**config.mk**
```make
export PLATFORM = sky130hd
export DESIGN_NAME = sertx_top
export DESIGN_NICKNAME = d
export VERILOG_FILES = /design/src/rtl/sertx_pkg.sv /design/src/rtl/sertx_buf.sv /design/src/rtl/sertx_bittimer.sv /design/src/rtl/sertx_framer.sv /design/src/rtl/sertx_top.sv
export SDC_FILE = /design/constraint.sdc
export NUM_CORES = 1
export LEC_CHECK = 0
export ABC_CLOCK_PERIOD_IN_PS = 4100
export BUFFER_PORTS_ARGS = -buffer_cell sky130_fd_sc_hd__buf_2
export CORE_MARGIN = 2
export CORE_UTILIZATION = 41
export DETAILED_ROUTE_END_ITERATION = 16
export PLACE_DENSITY = 0.57
export SYNTH_ARGS = -nofsm -noshare
export SYNTH_HDL_FRONTEND = slang
export SYNTH_SLANG_ARGS = --single-unit
```
**constraint.sdc**
```tcl
create_clock -name clk -period 4.1 [get_ports clk]
set_input_delay 0.205 -clock clk [delete_from_list [all_inputs] [get_ports clk]]
set_output_delay 0.205 -clock clk [all_outputs]
set_load 0.02 [all_outputs]
```
**src/rtl/sertx_pkg.sv**
```systemverilog
`timescale 1ns/1ps
package sertx_pkg;

  localparam int BYTE_W = 8;

  typedef enum logic [2:0] {
    ST_IDLE,
    ST_START,
    ST_DATA,
    ST_PAR,
    ST_STOP
  } tx_state_e;

  typedef struct packed {
    logic [1:0] len;       // data bits minus five
    logic       par_en;
    logic       par_even;
    logic       stop_long;
  } frame_cfg_t;

  // Index of the last data bit of a frame (4..7).
  function automatic logic [2:0] last_bit_idx(input logic [1:0] len);
    return 3'd4 + {1'b0, len};
  endfunction

  // Stop period measured in half-bit units.
  function automatic logic [2:0] stop_halves(input frame_cfg_t cfg);
    if (!cfg.stop_long)       return 3'd2;
    else if (cfg.len == 2'd0) return 3'd3;
    else                      return 3'd4;
  endfunction

  // Parity over the active data bits only.
  function automatic logic parity_of(input logic [BYTE_W-1:0] d,
                                     input frame_cfg_t cfg);
    logic [BYTE_W-1:0] mask;
    logic ones_odd;
    mask     = 8'hFF >> (2'd3 - cfg.len);
    ones_odd = ^(d & mask);
    return cfg.par_even ? ones_odd : ~ones_odd;
  endfunction

endpackage

```
**src/rtl/sertx_buf.sv**
```systemverilog
`timescale 1ns/1ps
module sertx_buf #(
  parameter int DEPTH = 16,
  parameter int DW    = 8
) (
  input  logic          clk,
  input  logic          rst_n,
  input  logic          fifo_mode_i,
  input  logic          wr_valid_i,
  input  logic [DW-1:0] wr_data_i,
  output logic          wr_ready_o,
  input  logic          pop_i,
  output logic [DW-1:0] head_o,
  output logic          has_data_o,
  output logic          empty_o
);
  localparam int AW   = (DEPTH > 1) ? $clog2(DEPTH) : 1;
  localparam int CNTW = AW + 1;
  localparam logic [CNTW-1:0] CAP_Q   = CNTW'(DEPTH);
  localparam logic [CNTW-1:0] CAP_ONE = CNTW'(1);
  localparam logic [AW-1:0]   LAST_IX = AW'(DEPTH - 1);

  logic [DW-1:0]   mem_q [DEPTH];
  logic [AW-1:0]   rd_q, wr_q;
  logic [CNTW-1:0] count_q;
  logic            mode_q;
  logic            flush;
  logic [CNTW-1:0] cap;
  logic            push;

  assign flush      = (fifo_mode_i != mode_q);
  assign cap        = mode_q ? CAP_Q : CAP_ONE;
  assign wr_ready_o = !flush && (count_q < cap);
  assign push       = wr_valid_i && wr_ready_o;
  assign has_data_o = !flush && (count_q != '0);
  assign empty_o    = (count_q == '0);
  assign head_o     = mem_q[rd_q];

  function automatic logic [AW-1:0] nxt(input logic [AW-1:0] p);
    return (p == LAST_IX) ? '0 : p + AW'(1);
  endfunction

  for (genvar i = 0; i < DEPTH; i++) begin : g_entry
    always_ff @(posedge clk) begin
      if (push && (wr_q == AW'(i))) mem_q[i] <= wr_data_i;
    end
  end

  always_ff @(posedge clk) begin
    if (!rst_n) begin
      rd_q    <= '0;
      wr_q    <= '0;
      count_q <= '0;
      mode_q  <= 1'b0;
    end else begin
      mode_q <= fifo_mode_i;
      if (flush) begin
        rd_q    <= '0;
        wr_q    <= '0;
        count_q <= '0;
      end else begin
        if (push)  wr_q <= nxt(wr_q);
        if (pop_i) rd_q <= nxt(rd_q);
        case ({push, pop_i})
          2'b10:   count_q <= count_q + CNTW'(1);
          2'b01:   count_q <= count_q - CNTW'(1);
          default: count_q <= count_q;
        endcase
      end
    end
  end

  p_no_overflow_r8: assert property (@(posedge clk) disable iff (!rst_n)
    count_q <= CAP_Q);

  p_char_cap_r7: assert property (@(posedge clk) disable iff (!rst_n)
    (!mode_q && !$past(mode_q)) |-> (count_q <= CAP_ONE));

  p_flush_clears_r11: assert property (@(posedge clk) disable iff (!rst_n)
    $past(flush) |-> (count_q == '0));

  p_count_step_r8: assert property (@(posedge clk) disable iff (!rst_n)
    !$past(flush) |-> ((int'(count_q) <= int'($past(count_q)) + 1) &&
                       (int'(count_q) + 1 >= int'($past(count_q)))));

endmodule

```
**src/rtl/sertx_bittimer.sv**
```systemverilog
`timescale 1ns/1ps
module sertx_bittimer #(
  parameter int TICKS = 16
) (
  input  logic clk,
  input  logic rst_n,
  input  logic run_i,
  input  logic tick_i,
  input  logic half_i,
  output logic bit_end_o
);
  localparam int CW = $clog2(TICKS);
  localparam logic [CW-1:0] FULL_LIM = CW'(TICKS - 1);
  localparam logic [CW-1:0] HALF_LIM = CW'(TICKS / 2 - 1);

  logic [CW-1:0] tcnt_q;
  logic [CW-1:0] lim;

  assign lim       = half_i ? HALF_LIM : FULL_LIM;
  assign bit_end_o = run_i && tick_i && (tcnt_q == lim);

  always_ff @(posedge clk) begin
    if (!rst_n)          tcnt_q <= '0;
    else if (!run_i)     tcnt_q <= '0;
    else if (tick_i)     tcnt_q <= bit_end_o ? '0 : tcnt_q + CW'(1);
  end

  p_tick_only_r12: assert property (@(posedge clk) disable iff (!rst_n)
    !tick_i |=> $stable(tcnt_q));

  p_idle_zero_r12: assert property (@(posedge clk) disable iff (!rst_n)
    !$past(run_i) |-> (tcnt_q == '0));

endmodule

```
**src/rtl/sertx_framer.sv**
```systemverilog
`timescale 1ns/1ps
module sertx_framer
  import sertx_pkg::*;
(
  input  logic              clk,
  input  logic              rst_n,
  input  frame_cfg_t        cfg_i,
  input  logic              has_data_i,
  input  logic [BYTE_W-1:0] head_i,
  input  logic              bit_end_i,
  output logic              pop_o,
  output logic              busy_o,
  output logic              half_o,
  output logic              line_o
);
  tx_state_e         state_q;
  logic [BYTE_W-1:0] shreg_q;
  logic [2:0]        bitcnt_q;
  logic [2:0]        halves_q;
  frame_cfg_t        cfg_q;
  logic              par_q;
  logic              frame_end;

  assign frame_end = (state_q == ST_STOP) && bit_end_i && (halves_q == 3'd1);
  assign pop_o     = has_data_i && ((state_q == ST_IDLE) || frame_end);
  assign busy_o    = (state_q != ST_IDLE);
  assign half_o    = (state_q == ST_STOP);

  always_comb begin
    unique case (state_q)
      ST_START: line_o = 1'b0;
      ST_DATA:  line_o = shreg_q[0];
      ST_PAR:   line_o = par_q;
      default:  line_o = 1'b1;
    endcase
  end

  always_ff @(posedge clk) begin
    if (!rst_n) begin
      state_q  <= ST_IDLE;
      shreg_q  <= '0;
      bitcnt_q <= '0;
      halves_q <= '0;
      cfg_q    <= '0;
      par_q    <= 1'b0;
    end else if (pop_o) begin
      state_q  <= ST_START;
      shreg_q  <= head_i;
      bitcnt_q <= '0;
      cfg_q    <= cfg_i;
      par_q    <= parity_of(head_i, cfg_i);
    end else begin
      case (state_q)
        ST_START: if (bit_end_i) state_q <= ST_DATA;
        ST_DATA: if (bit_end_i) begin
          if (bitcnt_q == last_bit_idx(cfg_q.len)) begin
            state_q  <= cfg_q.par_en ? ST_PAR : ST_STOP;
            halves_q <= stop_halves(cfg_q);
          end else begin
            shreg_q  <= shreg_q >> 1;
            bitcnt_q <= bitcnt_q + 3'd1;
          end
        end
        ST_PAR: if (bit_end_i) begin
          state_q  <= ST_STOP;
          halves_q <= stop_halves(cfg_q);
        end
        ST_STOP: if (bit_end_i) begin
          if (halves_q == 3'd1) state_q <= ST_IDLE;
          else                  halves_q <= halves_q - 3'd1;
        end
        default: ;
      endcase
    end
  end

  p_halves_range_r4: assert property (@(posedge clk) disable iff (!rst_n)
    (state_q == ST_STOP) |-> ((halves_q >= 3'd1) && (halves_q <= 3'd4)));

  p_cfg_hold_r5: assert property (@(posedge clk) disable iff (!rst_n)
    (busy_o && !$past(pop_o)) |-> $stable(cfg_q));

endmodule

```
**src/rtl/sertx_top.sv**
```systemverilog
`timescale 1ns/1ps
module sertx_top
  import sertx_pkg::*;
#(
  parameter int DEPTH         = 16,
  parameter int TICKS_PER_BIT = 16
) (
  input  logic       clk,
  input  logic       rst_n,
  input  logic       baud_tick,
  input  logic       fifo_mode,
  input  logic [1:0] char_len,
  input  logic       par_en,
  input  logic       par_even,
  input  logic       stop_long,
  input  logic       brk,
  input  logic       wr_valid,
  output logic       wr_ready,
  input  logic [7:0] wr_data,
  output logic       txd,
  output logic       thr_empty,
  output logic       tx_empty
);
  frame_cfg_t        cfg;
  logic              pop, has_data, busy, half, line, bit_end;
  logic [BYTE_W-1:0] head;
  logic              txd_q;

  assign cfg = '{len: char_len, par_en: par_en, par_even: par_even,
                 stop_long: stop_long};

  sertx_buf #(.DEPTH(DEPTH), .DW(BYTE_W)) buf_i (
    .clk(clk), .rst_n(rst_n), .fifo_mode_i(fifo_mode),
    .wr_valid_i(wr_valid), .wr_data_i(wr_data), .wr_ready_o(wr_ready),
    .pop_i(pop), .head_o(head), .has_data_o(has_data), .empty_o(thr_empty)
  );

  sertx_bittimer #(.TICKS(TICKS_PER_BIT)) tmr_i (
    .clk(clk), .rst_n(rst_n), .run_i(busy), .tick_i(baud_tick),
    .half_i(half), .bit_end_o(bit_end)
  );

  sertx_framer frm_i (
    .clk(clk), .rst_n(rst_n), .cfg_i(cfg), .has_data_i(has_data),
    .head_i(head), .bit_end_i(bit_end), .pop_o(pop), .busy_o(busy),
    .half_o(half), .line_o(line)
  );

  always_ff @(posedge clk) begin
    if (!rst_n) txd_q <= 1'b1;
    else        txd_q <= ~brk & line;
  end

  assign txd      = txd_q;
  assign tx_empty = thr_empty && !busy;

  p_start_low_r2: assert property (@(posedge clk) disable iff (!rst_n)
    ($past(pop, 2) && !$past(brk)) |-> !txd);

  p_brk_low_r6: assert property (@(posedge clk) disable iff (!rst_n)
    $past(brk) |-> !txd);

  p_idle_high_r1: assert property (@(posedge clk) disable iff (!rst_n)
    ($past(tx_empty) && !$past(brk)) |-> txd);

endmodule

```
; Word-level counts from Yosys, hierarchy flattened
; Memories as Yosys holds them, arrays and structs flattened. A register that Yosys moved wholly into a read port is not among the register bits.
; Cells that the tools add are included.
[totals]
regBits = 41
ramBits = 128
word_cells = 246
mem_count = 1
[mem_list]
columns = name, words, width, read_ports, rd_clocked_by_memory_dff, write_ports, line_no
row1 = buf_i.mem_q, 16, 8, 1, 1, 1, sertx_buf.sv:23  ; logic [DW-1:0] mem_q [DEPTH];
[classes]
add_sub_neg = 9
n_lt_le_gt_ge = 1
eq_ne = 40
shift = 1
muxes = 108
bitwise_logic = 7
n_reduce_logical = 64
[ops]
columns = cell, count
row1 = two-way mux 8 bit, 19
row2 = OR reduction 8 bit, 15
row3 = two-way mux 4 bit, 21
row4 = two-way mux 1 bit, 49
row5 = two-way mux 3 bit, 14
row6 = "== test 4 bit, second input constant", 9
row7 = logical AND 1 bit, 25
row8 = AND reduction 7 bit, 3
row9 = "!= test 3 x 2 -> 1 bit, second input constant", 6
row10 = "== test 4 x 3 -> 1 bit, second input constant", 4
row11 = "adder 4 x 1 -> 4 bit, second input constant", 3
row12 = "!= test 2 x 1 -> 1 bit, second input constant", 6
row13 = case mux 3 bit (4 select lines), 1
row14 = case mux 5 bit (2 select lines), 1
row15 = nonzero test 5 bit, 2
row16 = case mux 3 bit (3 select lines), 1
row17 = AND 8 bit, 1
row18 = "== test 4 x 2 -> 1 bit, second input constant", 2
row19 = XOR reduction 8 bit, 1
row20 = ">> shifter 8 x 2 -> 8 bit, first input constant", 1
row21 = "== test 3 x 1 -> 1 bit, second input constant", 2
row22 = "== test 3 x 2 -> 1 bit, second input constant", 2
row23 = AND reduction 3 bit, 2
row24 = nonzero test 2 bit, 3
row25 = 29 further kinds, 37

; Logic depth before layout (Yosys ltp)
[depth]
word_depth = 23
ltp_mapped = 17

; Cells and area by module
; A second synthesis with hierarchy kept.
[hier_totals]
hier_cells = 500
hier_area_um2 = 7439.6
[modules_own_cells]
columns = mod, n_inst, cells_each, area_each_um2, seq_area_each_um2
row1 = sertx_buf, 1, 329, 5975.7, 4204.0
row2 = sertx_framer, 1, 147, 1241.2, 440.4
row3 = sertx_bittimer, 1, 20, 183.9, 80.1
row4 = sertx_top, 1, 4, 38.8, 20.0

; Worst setup path before layout
; No wires, ideal clock.
[synth_timing]
kind = reg-to-reg
from = register buf_i.count_q[2]
to = register buf_i.count_q[4]
arrival_ns = 3.100
required_ns = 3.972
setup_slack_ns = 0.872
path_stages_with_launch = 16
synth_period_minus_slack_ns = 3.228
path_cell_list = dfxtp_1 -> clkbuf_1 -> nor4_1 -> nor2b_1 -> or3_1 -> clkbuf_1 -> inv_2 -> ha_1 -> clkbuf_1 -> xor2_1 -> ha_1 -> a21oi_1 -> a32oi_1 -> a21oi_1 -> xnor2_1 -> nor2_1
[synth_between]
elab_chain_cells = 5
[synth_rtl]
columns = element, line_no
row1 = start: declaration, sertx_buf.sv:25  ; logic [CNTW-1:0] count_q;
row2 = start signal: assignment, sertx_buf.sv:65  ; 2'b10: count_q <= count_q + CNTW'(1);
row3 = start signal: assignment, sertx_buf.sv:66  ; 2'b01: count_q <= count_q - CNTW'(1);
row4 = start signal: assignment, sertx_buf.sv:67  ; default: count_q <= count_q;
row5 = < comparator 5 bit or nonzero test 5 bit (tied branches), "sertx_buf.sv:33, sertx_buf.sv:35"
row6 = logical AND 1 bit (on tied branches), "sertx_buf.sv:33, sertx_buf.sv:35"
row7 = logical AND 1 bit (on tied branches), "sertx_buf.sv:34, sertx_framer.sv:25"
row8 = == test 2 x 1 -> 1 bit or == test 2 bit (tied branches), sertx_buf.sv:64  ; case ({push, pop_i})
row9 = case mux 5 bit (2 select lines) or nonzero test 2 bit (tied branches), --
; Several ways; a longest one is shown, not always the timed one.
; A chain may end at the register's enable or synchronous reset.

; Final worst setup path
[layout_timing]
from = register frm_i.state_q[0]
to = register buf_i.count_q[4]
[layout_between]
elab_chain_cells = 10
[layout_rtl]
columns = element, line_no
row1 = start: declaration, sertx_framer.sv:16  ; tx_state_e state_q;
row2 = start signal: assignment, sertx_framer.sv:57  ; state_q <= cfg_q.par_en ? ST_PAR : ST_STOP;
row3 = == test 3 bit, "sertx_framer.sv:24, sertx_framer.sv:27"
row4 = two-way mux 4 bit, sertx_bittimer.sv:19  ; assign lim = half_i ? HALF_LIM : FULL_LIM;
row5 = == test 4 bit, sertx_bittimer.sv:20  ; assign bit_end_o = run_i && tick_i && (tcnt_q == lim);
row6 = logical AND 1 bit, sertx_bittimer.sv:20
row7 = logical AND 1 bit (2 in a row), sertx_framer.sv:24  ; assign frame_end = (state_q == ST_STOP) && bit_end_i && (halves_q == 3'd1);
row8 = logical OR 1 bit *, sertx_framer.sv:25  ; assign pop_o = has_data_i && ((state_q == ST_IDLE) || frame_end);
row9 = logical AND 1 bit *, sertx_framer.sv:25
row10 = == test 2 x 1 -> 1 bit or == test 2 bit (tied branches), sertx_buf.sv:64
row11 = case mux 5 bit (2 select lines) or nonzero test 2 bit (tied branches), --
; Every way passes the cells marked *; elsewhere a longest branch is shown, timed or not.

==> impl_metrics.toml <==
[setup_path]
reg2reg_from = "frm_i.state_q[0]"
cp-endpoint = "buf_i.count_q[4]"
cpLargestDelayFamily = "simple AND/OR/NAND/NOR gates"
criticalPathCategory = "reg -> reg"
start_kind = "register"
critPathMostFrequentCell = "a21oi_1"
critical_path.startpoint = "frm_i.state_q[0]"
slowest_stage = "dfxtp_1"
max_stage_delay_ns = 0.43
crit_arrival_ns = 3.76
reg2reg_to = "buf_i.count_q[4]"
crit_fanout = 27
critPathRequiredTime_ns = 4.41
crit_chain = "nor3b_1 > and3_1 > a21oi_1 > or3_1 > buf_4 > inv_2 > ha_1 > xor2_1 > ha_1 > a21oi_1 > a32oi_1 > a21oi_1 > xnor2_1 > nor2_1"
crit_path_end_kind = "register"
reg2reg_slack_ns = 0.65
worst-path-stages = 14
cp.buffers_inverters = 2
r2r_cells = 14

[sta]
maxSlewHeadroom_pct = 53.1
rsz0062_at_grt = "no"
final.min_clock_period_ns = 3.45
tightestPinTransition_ns = 0.703
holdWs_ns = 0.0391
fin_skew_ns = 0.0109
tns_ns = 0
period_share_pct = 84.0
drv_slew = 0
clock.fmax_ghz = 0.290
fin_ws_ns = 0.655
setup_viol = 0
hold_violations = 0

[layout]
final_cells = 781
syn2layout_area_growth_pct = 14.5
final_util_pct = 48.1
seq_area_um2 = 4750
multi_input_area_um2 = 2360
nFillCells = 1443
antenna_cells = 0
finalNetCount = 576
drive_gt1_share_pct = 20.7

[yosys]
synth_cells = 499
syn_nets = 531
synth_area_um2 = 7290
synth.distinct_cells = 51
synth_edf_count = 128
ys.flop_type = "edfxtp_1"
yosysTopAreaCell = "edfxtp_1"
synthArstFlopShare_pct = 0
synth_top_area_share_pct = 52.7
ys_seq_elements = 173
synth_area_leaders = "edfxtp_1 (53%), dfxtp_1 (12%), mux4_2 (8.6%)"
yosys_warnings = 0
yosysSeqAreaShare_pct = 65.0
avgSynthCellArea_um2 = 14.6

[global_routing]
antenna_found_initial = 0
grt_pass1_wl_um = 23700
grt-ovfl-total = 0
grt_max_degree = 28
grt_pass1_vias = 4151
groute.usage.overall_pct = 17.7

[placement]
dp_cells = 749
hpwlAfterDp_um = 9990
dp_slack_ns = 0.690
place.port_buffers = 22
place_congestion = 0.775

[cts]
cts-htree-levels = 4
cts_buffers = 17
cts_tree = "yes"
ctsResizeCount = 0
cts_root_buffer = "clkbuf_16"
cts_sinks = 173
clockBufferDepth = 2
cts.reportedPaths.clkPinSlew_ns = 0.06
worstSkewPairLatency_ns = 0.43

[die]
rows = 48
dieArea_um2 = 18900
core_area_um2 = 17400
start_util_pct = 42.0
die_y_um = 137
die_w_um = 137
num_io_pins = 23

[hold_path]
min_path_cells = 3
hold_path.class = "in -> reg"

[power]
power_leakage_nw = 2.81
ir_worst_vdd_uv = 309
p_per_area_nw_per_um2 = 444

[status]
status = "complete, no violations"

[route]
drc = 0
wl_per_cell_um = 19.7
dr.pass1.iters = 4
wl_um = 15400
ant_nets = 0
vias = 4222
avgViaCountPerCell = 5.41
drtIter0Drc = 338

[job]
drv_cap = 0
repair_timing:
item | CTS | global route
setup buffers | 0 | 0
hold buffers | 1 | 0
hold endpoints to repair | 1 | 0
layer usage:
metal | track usage [%] | wire length (um) | vias up | share of wire [%]
li1 | - | - | 1991 | -
met1 | 22.2 | 6740 | 2121 | 44
met2 | 30.4 | 7900 | 102 | 51
met3 | 4.64 | 694 | 8 | 4.5
met4 | 4.47 | 84 | 0 | 0.54
met5 | 0 | 0 | - | 0
report_power, final:
part	leakage (nW)	internal, W	total [W]	switching (W)
combinational	1.00	0.0000740	0.000171	0.0000970
clock	0.291	0.000955	0.00163	0.000670
sequential	1.52	0.00189	0.00191	0.0000144
worst min path at each step:
| stage | start | endpoint |
|---|---|---|
| after floorplan | rst_n | txd |
| after global placement | brk | txd |
| after detailed placement | brk | txd |
| after CTS | fifo_mode | buf_i.mode_q |
| after global routing | par_en | frm_i.cfg_q[2] |
| final | par_en | frm_i.cfg_q[2] |
sequential cells by signal (all words and copies together), names as in the netlist, named ones only:
| name | cells |
|---|---|
| frm_i.cfg_q | 4 |
| frm_i.halves_q | 3 |
| txd | 1 |
| frm_i.bitcnt_q | 3 |
| buf_i.count_q | 5 |
| frm_i.state_q | 3 |
| buf_i.rd_q | 4 |
| buf_i.mem_q | 128 |
| frm_i.shreg_q | 8 |
| buf_i.wr_q | 4 |
| frm_i.par_q | 1 |
| tmr_i.tcnt_q | 4 |
| buf_i.mode_q | 1 |
logic make-up after synthesis:
| logic type | count (synthesis) | share of synthesized area (%) |
|---|---|---|
| muxes | 54 | 12.2 |
| buffers and inverters | 38 | 2.59 |
| xor gates and xnor gates | 20 | 3.10 |
| AOI/OAI and AO/OA | 74 | 6.71 |
| and+or+nand+nor | 127 | 8.11 |
| DFF | 173 | 65.0 |
| adders and majority gates | 13 | 2.23 |
worst reg2reg max path: cells and delay by family, from the launching register on:
kind | cells | cell delay, ns
simple gates | 4 | 1.05
compound gates | 4 | 0.68
fa+ha+maj | 2 | 0.50
flops | 1 | 0.43
buf+inv | 2 | 0.41
xor+xnor | 2 | 0.25
layout make-up:
class	instances	share of cell area, %
timing repair buffer	49	3.78
clock buffer	17	5.09
tap	225	3.37
clock inverter	14	1.98
inverter	15	0.674
sequential	173	56.8
multi-input combinational	288	28.3
cells in the mapped netlist, types with 2 or more instances:
cell and n:
a211o_1 2, a211oi_1 7, a21oi_1 26, a221o_1 2
a221oi_1 5, a22oi_1 2, a311oi_1 3, a31oi_1 4
and2_1 4, buf_1 3, buf_6 4, clkbuf_1 15
dfxtp_1 45, edfxtp_1 128, ha_1 13, inv_1 12
inv_2 3, mux2i_1 26, mux4_2 28, nand2_1 35
nand2b_1 5, nand3_1 7, nor2_1 45, nor2b_1 5
nor3_1 6, nor3b_1 5, nor4_1 2, o21ai_0 7
o21ai_1 7, or3_1 6, or4_1 2, xnor2_1 5
xor2_1 11, xor3_1 2
placed cells by master, fill, tap and decap left out, types with 12 or more instances in the layout:
master	count
mux2i_1	26
a21oi_1	26
buf_2	22
nor2_1	45
inv_1	12
buf_4	26
mux4_2	28
nand2_1	35
ha_1	13
clkbuf_16	17
edfxtp_1	128
dfxtp_1	44
per-stage QoR:
stage	power [W]	instance area, um2
finish	0.00370	8350
global placement	0.00211	7750
CTS	0.00373	8350
detailed placement	0.00212	7750
floorplan	0.00206	7290
global route	0.00383	8350
Power figures use the tool's default switching activity.
